File: src/rtl/bcd_addsub_pkg.sv
package bcd_addsub_pkg;

    typedef enum logic {
        DEST_ACC  = 1'b0,
        DEST_XMEM = 1'b1
    } dest_e;

    localparam int DIGIT_W = 4;

endpackage

File: src/rtl/bcd_operand_route.sv
module bcd_operand_route
    import bcd_addsub_pkg::*;
#(
    parameter int DATA_W = 8
) (
    input  logic              tmode,
    input  logic [DATA_W-1:0] acc_in,
    input  logic [DATA_W-1:0] xmem_in,
    output logic [DATA_W-1:0] first_op,
    output dest_e             dest
);

    always_comb begin
        if (tmode) begin
            first_op = xmem_in;
            dest     = DEST_XMEM;
        end else begin
            first_op = acc_in;
            dest     = DEST_ACC;
        end
    end

endmodule

File: src/rtl/bcd_binary_core.sv
module bcd_binary_core #(
    parameter int DATA_W = 8
) (
    input  logic              sub,
    input  logic [DATA_W-1:0] p,
    input  logic [DATA_W-1:0] q,
    input  logic              cin,
    output logic [DATA_W-1:0] sum,
    output logic              cout,
    output logic              ovf
);

    localparam int MSB = DATA_W - 1;

    logic [DATA_W-1:0] q_eff;
    logic [DATA_W:0]   wide;

    always_comb begin
        // subtraction adds the complement; carry acts as not-borrow
        q_eff = sub ? ~q : q;
        wide  = {1'b0, p} + {1'b0, q_eff} + {{DATA_W{1'b0}}, cin};
        sum   = wide[DATA_W-1:0];
        cout  = wide[DATA_W];
        ovf   = (p[MSB] == q_eff[MSB]) && (sum[MSB] != p[MSB]);
    end

endmodule

File: src/rtl/bcd_digit_cell.sv
module bcd_digit_cell
    import bcd_addsub_pkg::*;
(
    input  logic               sub,
    input  logic [DIGIT_W-1:0] a,
    input  logic [DIGIT_W-1:0] b,
    input  logic               cin,
    output logic [DIGIT_W-1:0] d,
    output logic               cout
);

    logic [DIGIT_W:0] raw;

    always_comb begin
        if (!sub) begin
            raw = {1'b0, a} + {1'b0, b} + {{DIGIT_W{1'b0}}, cin};
            if (raw > 5'd9) begin
                d    = raw[DIGIT_W-1:0] + 4'd6;
                cout = 1'b1;
            end else begin
                d    = raw[DIGIT_W-1:0];
                cout = 1'b0;
            end
        end else begin
            raw = {1'b0, a} - {1'b0, b} - {{DIGIT_W{1'b0}}, ~cin};
            if (raw[DIGIT_W]) begin
                d    = raw[DIGIT_W-1:0] - 4'd6;
                cout = 1'b0;
            end else begin
                d    = raw[DIGIT_W-1:0];
                cout = 1'b1;
            end
        end
    end

endmodule

File: src/rtl/bcd_decimal_chain.sv
module bcd_decimal_chain
    import bcd_addsub_pkg::*;
#(
    parameter int DATA_W = 8
) (
    input  logic              sub,
    input  logic [DATA_W-1:0] p,
    input  logic [DATA_W-1:0] q,
    input  logic              cin,
    output logic [DATA_W-1:0] sum,
    output logic              cout
);

    // DATA_W is expected to be a whole number of digits
    localparam int NDIG = DATA_W / DIGIT_W;

    logic [NDIG:0] cy;

    assign cy[0] = cin;

    for (genvar g = 0; g < NDIG; g++) begin : g_digit
        bcd_digit_cell u_cell (
            .sub  (sub),
            .a    (p[g*DIGIT_W +: DIGIT_W]),
            .b    (q[g*DIGIT_W +: DIGIT_W]),
            .cin  (cy[g]),
            .d    (sum[g*DIGIT_W +: DIGIT_W]),
            .cout (cy[g+1])
        );
    end

    assign cout = cy[NDIG];

endmodule

File: src/rtl/bcd_addsub_unit.sv
module bcd_addsub_unit
    import bcd_addsub_pkg::*;
#(
    parameter int DATA_W = 8
) (
    input  logic              clk,
    input  logic              rst_n,
    input  logic              op_valid,
    input  logic              op_sub,
    input  logic              dec_mode,
    input  logic              tmode,
    input  logic [DATA_W-1:0] acc_in,
    input  logic [DATA_W-1:0] xmem_in,
    input  logic [DATA_W-1:0] opnd_in,
    input  logic              carry_in,
    output logic              res_valid,
    output logic [DATA_W-1:0] res_data,
    output logic              res_to_mem,
    output logic              carry_out,
    output logic              ovf_out,
    output logic              zero_out,
    output logic              neg_out
);

    localparam int MSB = DATA_W - 1;

    typedef struct packed {
        logic              valid;
        logic [DATA_W-1:0] data;
        dest_e             dest;
        logic              c;
        logic              v;
        logic              z;
        logic              n;
    } res_t;

    res_t              st_d, st_q;
    logic [DATA_W-1:0] first_op;
    dest_e             dest_sel;
    logic [DATA_W-1:0] bin_sum, dec_sum;
    logic              bin_c, bin_v, dec_c;

    bcd_operand_route #(.DATA_W(DATA_W)) u_route (
        .tmode    (tmode),
        .acc_in   (acc_in),
        .xmem_in  (xmem_in),
        .first_op (first_op),
        .dest     (dest_sel)
    );

    bcd_binary_core #(.DATA_W(DATA_W)) u_bin (
        .sub  (op_sub),
        .p    (first_op),
        .q    (opnd_in),
        .cin  (carry_in),
        .sum  (bin_sum),
        .cout (bin_c),
        .ovf  (bin_v)
    );

    bcd_decimal_chain #(.DATA_W(DATA_W)) u_dec (
        .sub  (op_sub),
        .p    (first_op),
        .q    (opnd_in),
        .cin  (carry_in),
        .sum  (dec_sum),
        .cout (dec_c)
    );

    always_comb begin
        st_d       = st_q;
        st_d.valid = op_valid;
        if (op_valid) begin
            st_d.data = dec_mode ? dec_sum : bin_sum;
            st_d.c    = dec_mode ? dec_c : bin_c;
            // flags below are only meaningful in binary mode
            st_d.v    = bin_v;
            st_d.z    = (st_d.data == '0);
            st_d.n    = st_d.data[MSB];
            st_d.dest = dest_sel;
        end
    end

    always_ff @(posedge clk) begin
        if (!rst_n) begin
            st_q <= '0;
        end else begin
            st_q <= st_d;
        end
    end

    assign res_valid  = st_q.valid;
    assign res_data   = st_q.data;
    assign res_to_mem = (st_q.dest == DEST_XMEM);
    assign carry_out  = st_q.c;
    assign ovf_out    = st_q.v;
    assign zero_out   = st_q.z;
    assign neg_out    = st_q.n;

endmodule

File: config.mk
export PLATFORM = sky130hd
export DESIGN_NAME = bcd_addsub_unit
export DESIGN_NICKNAME = d
export VERILOG_FILES = /design/src/rtl/bcd_addsub_pkg.sv /design/src/rtl/bcd_operand_route.sv /design/src/rtl/bcd_binary_core.sv /design/src/rtl/bcd_digit_cell.sv /design/src/rtl/bcd_decimal_chain.sv /design/src/rtl/bcd_addsub_unit.sv
export SDC_FILE = /design/constraint.sdc
export NUM_CORES = 1
export LEC_CHECK = 0
export ABC_CLOCK_PERIOD_IN_PS = 11300
export BUFFER_PORTS_ARGS = -buffer_cell sky130_fd_sc_hd__buf_2
export CAP_MARGIN = 10
export CORE_AREA = 2 2 66 68
export DETAILED_ROUTE_END_ITERATION = 16
export DIE_AREA = 0 0 68 70
export PLACE_DENSITY = 0.95
export SLEW_MARGIN = 20
export SYNTH_ARGS = -nofsm -noshare
export SYNTH_HDL_FRONTEND = slang
export SYNTH_HIERARCHICAL = 1
export SYNTH_SLANG_ARGS = --single-unit
File: constraint.sdc
create_clock -name clk -period 11.3 [get_ports clk]
set_input_delay 3.39 -clock clk [delete_from_list [all_inputs] [get_ports clk]]
set_output_delay 3.39 -clock clk [all_outputs]
set_load 0.1 [all_outputs]
==> run summary <==
Summed over all failing endpoints, the final setup total negative slack is 0 ns. Among the stages of the critical path, the cell type that occurs most often is sky130_fd_sc_hd__inv_1. The final-report max-slew violation count is 0. The top cell types in the final layout, fill and taps aside, are sky130_fd_sc_hd__buf_2, sky130_fd_sc_hd__inv_1, sky130_fd_sc_hd__ha_1. Leaving out fill and tap cells, the most frequent cell in the layout is sky130_fd_sc_hd__buf_2.

Setup slack on the worst reg-to-reg path comes out at 10.65 ns. Counting the buffers created by CTS gives 3. Synthesis inferred 13 register bits.

After clock tree synthesis, the clock-pin slew on the worst setup and hold paths is 0.06 ns. The number of DRC violations after detailed-routing iteration 0 is 125. For the pin with the worst max-slew slack, the measured transition is 0.613 ns. Dividing the detail-routed wire length by the instance count gives 15.1 um. The later pin in the worst-skew pair is clocked with a latency of 0.24 ns. The number of global-route vias before repair came out at 2127. The initial antenna violation count came out at 0. The instance count of the mapped netlist came out at 279. Setup repair after global routing left no endpoint under its margin.

Once routing completed, OpenROAD measured the worst setup slack at 2.95 ns. The endpoint of the worst-slack reg-to-reg timing path is res_data[7]. Timing analysis after detailed placement gives a worst setup slack of 2.75 ns. The required time at the worst-slack endpoint is 11.42 ns. The final weighted congestion in routability-driven placement came out at 0.982. The global-route congestion overflow total came out at 0.

In this run the power density over the cells is 131 nW/um^2. Of the synthesized area, sequential elements account for 0.107. The signal arrival time at the worst endpoint is 8.47 ns. The HPWL after detailed placement is 4520 um.

The antenna violation net count after detailed routing came out at 0. The core region is 4140 sq um. For this run, the leading register cell type out of synthesis is sky130_fd_sc_hd__dfxtp_1. The critical path contains buffers and inverters numbering 6 combined.

The longest individual stage delay on the worst path is 0.44 ns. The cell count of the worst hold path is 1. The number of different library cells in the post-synthesis netlist is 50. The pin count of the biggest net entering global routing is 23.

The total internal power is 0.171 mW. The async set or reset register ratio after synthesis came out at 0. The initial core utilization is 0.589.

The wire length of the first global-routing pass came out at 9150 um. The number of buffers inserted by post-CTS setup repair is 0. The period utilization came out at 0.739. The run finished with clean final reports. The number of hold violations in the final report came to 0. STA classifies the critical path endpoint as a flop. On the critical path, the stage with the largest delay is an instance of sky130_fd_sc_hd__fa_1.

The clock sink count came out at 13. The number of synthesis warnings is 6. The critical path goes through buf_2, mux2_4, inv_1, fa_1, inv_1, fa_1, xor2_1, ha_1, a221oi_4, nor2_1, a21oi_1, inv_1, fa_1, inv_1, fa_1, inv_1, ha_1, nand2_1, a211o_1, a32oi_1, nor4b_2, o211ai_1, o22ai_1.

Across the run, the number of max-cap violations was 0. The fraction of final layout cells sized beyond drive strength 1 is 0.230. The time the final worst path needs with I/O delays and setup is 8.35 ns. The relative contribution of the clock network to total power came out at 0.119. Timing would allow up to 0.120 GHz. Counting every net in the synthesized netlist gives 349.

The die width is 68 um. After floorplanning, the core was divided into 24 placement rows. In this run the number of H-tree levels came out at 1. In the final layout, the multi-input gates occupy 1960 sq um. The total of endpoints with negative setup slack in the final report came out at 0. The boundary pin count came out at 45.

The worst vdd rail ir drop came out at 0.132 mV. The buffer levels on the longest clock path came out at 2. The switching share of power is 0.514. Summed over all nets, the switching power comes to 0.181 mW. TritonCTS built the clock tree. In this run the critical register-to-register path is launched from res_data[7]. The worst hold path begins at res_data[1]. The category of the most critical setup path is in -> reg. The total via count after detailed routing came out at 2183. The post-route clock skew is 0 ns.

The total inserted antenna cells came out at 0. The number of design rule violations left after detail routing is 0. The family with the most delay on the worst path is adder cells.

The startpoint kind of the worst setup timing path is an input pin. The wire length reported by the detailed router came out at 5560 um. The share of total power dissipated in combinational logic is 0.728.

The height of the die came out at 70 um. Using the TritonRoute via totals, the vias-per-cell ratio works out to 5.92. The first detailed-routing pass ran for 5 iterations. The worst hold path belongs to the class reg -> reg. The path with the worst hold slack has its endpoint at res_data[1].

The count of buffers inserted at the top-level ports came out at 44. The root buffer cell chosen for the clock tree is sky130_fd_sc_hd__clkbuf_8. The die covers 4760 sq um. The total of cells resized after clock tree synthesis is 0.

The number of filler cells placed in the layout is 349. In this run the tightest slew margin relative to its limit is 0.588. The biggest fanout along the worst timing path is 9.

The cell area after synthesis is 2440 sq um. After clock tree synthesis, the flow added hold-fix buffers numbering 0. The synthesized design contains 0 enable-type register cells. A synthesized cell averages 8.75 sq um. The worst reg2reg path depth is 1. The layout net count came out at 388.

For this design the static power due to leakage is 1.41 nW. The register area came out at 260 sq um. The share of total power in sequential cells is 0.153.

The global-route total usage across every layer came out at 0.244. Compared with the post-synthesis result, the final layout area differs by 10.1%.
state kept, by name, summed over array words and instances, names as in the netlist:
name	flops
res_data	8
res_to_mem	1
res_valid	1
carry_out	1
ovf_out	1
zero_out	1
final cells by class:
class,instances,area share
multi-input cells,219,0.728
inverters,37,0.0517
clock buffers,3,0.0154
flip-flops and latches,13,0.0968
clock inverters,1,0.00186
repair buffers,44,0.0819
well taps,52,0.0242
per-stage QoR:
step | hold slack, ns | utilization | cell area [sq um] | instances | power, mW
2_1_floorplan | 0.895 | - | 2440 | 279 | 0.260
3_3_place_gp | 0.458 | 0.637 | 2640 | 365 | 0.297
3_5_place_dp | 0.470 | 0.637 | 2640 | 365 | 0.307
4_1_cts | 0.482 | 0.649 | 2690 | 369 | 0.350
5_1_grt | 0.491 | 0.649 | 2690 | 369 | 0.377
6_report | 0.481 | 0.649 | 2690 | 369 | 0.352
power by group through the flow:
stage	Sequential (mW)	Combinational [mW]	Clock (mW)
floorplan	0.0903	0.170	0
finish	0.0538	0.256	0.0420
global route	0.0542	0.278	0.0449
CTS	0.0536	0.254	0.0424
detailed placement	0.0545	0.252	0
global placement	0.0541	0.243	0
cells in the mapped netlist, types with 2 or more instances:
library cell | number | share of area
sky130_fd_sc_hd__a211o_1 | 3 | 0.011
sky130_fd_sc_hd__a21oi_1 | 14 | 0.029
sky130_fd_sc_hd__a21oi_2 | 2 | 0.0072
sky130_fd_sc_hd__a221oi_4 | 2 | 0.022
sky130_fd_sc_hd__a31oi_1 | 2 | 0.0051
sky130_fd_sc_hd__a32oi_1 | 2 | 0.0072
sky130_fd_sc_hd__and2b_2 | 2 | 0.0072
sky130_fd_sc_hd__and3_1 | 2 | 0.0051
sky130_fd_sc_hd__buf_2 | 2 | 0.0041
sky130_fd_sc_hd__buf_4 | 4 | 0.012
sky130_fd_sc_hd__buf_6 | 4 | 0.018
sky130_fd_sc_hd__dfxtp_1 | 13 | 0.11
sky130_fd_sc_hd__fa_1 | 10 | 0.082
sky130_fd_sc_hd__ha_1 | 29 | 0.15
sky130_fd_sc_hd__inv_1 | 37 | 0.057
sky130_fd_sc_hd__mux2_4 | 9 | 0.055
sky130_fd_sc_hd__mux2i_1 | 17 | 0.070
sky130_fd_sc_hd__nand2_1 | 20 | 0.031
sky130_fd_sc_hd__nand2b_1 | 6 | 0.015
sky130_fd_sc_hd__nand3b_1 | 2 | 0.0061
sky130_fd_sc_hd__nand4_1 | 3 | 0.0077
sky130_fd_sc_hd__nor2_1 | 15 | 0.023
sky130_fd_sc_hd__nor2b_1 | 6 | 0.015
sky130_fd_sc_hd__nor3_2 | 3 | 0.012
sky130_fd_sc_hd__nor3b_1 | 2 | 0.0061
sky130_fd_sc_hd__nor3b_2 | 2 | 0.010
sky130_fd_sc_hd__nor4_1 | 2 | 0.0051
sky130_fd_sc_hd__o211a_1 | 9 | 0.037
sky130_fd_sc_hd__o211ai_1 | 3 | 0.0092
sky130_fd_sc_hd__o21a_1 | 3 | 0.0092
sky130_fd_sc_hd__o21ai_0 | 7 | 0.014
sky130_fd_sc_hd__o311a_1 | 2 | 0.0082
sky130_fd_sc_hd__o31ai_1 | 3 | 0.0092
sky130_fd_sc_hd__or4_1 | 2 | 0.0061
sky130_fd_sc_hd__or4_4 | 2 | 0.0092
sky130_fd_sc_hd__xnor2_1 | 6 | 0.022
sky130_fd_sc_hd__xor2_1 | 14 | 0.050
cell families after synthesis:
logic type | after synthesis | synth area share
adders and majority gates | 39 | 0.231
xor gates and xnor gates | 20 | 0.0718
muxes | 26 | 0.125
and+or+nand+nor | 74 | 0.176
DFF | 13 | 0.107
AOI/OAI and AO/OA | 60 | 0.198
buffers and inverters | 47 | 0.0917
layer usage:
metal  up-vias  share of wire  GRT usage
met4         0          0.041      0.107
li1       1055              -          -
met2        80           0.51      0.423
met3        22          0.049     0.0338
met5         -              0          0
met1      1026           0.40      0.290
how the worst max path moves through the flow:
| stage | end | slack, ns | startpoint | depth (start not counted) |
|---|---|---|---|---|
| after floorplan | zero_out | 3.44 | tmode | 23 |
| after global placement | zero_out | 2.94 | tmode | 23 |
| after detailed placement | zero_out | 2.75 | tmode | 23 |
| after CTS | zero_out | 3.00 | tmode | 23 |
| after global routing | zero_out | 2.55 | tmode | 23 |
| final | zero_out | 2.95 | tmode | 23 |
Power figures use the tool's default switching activity.
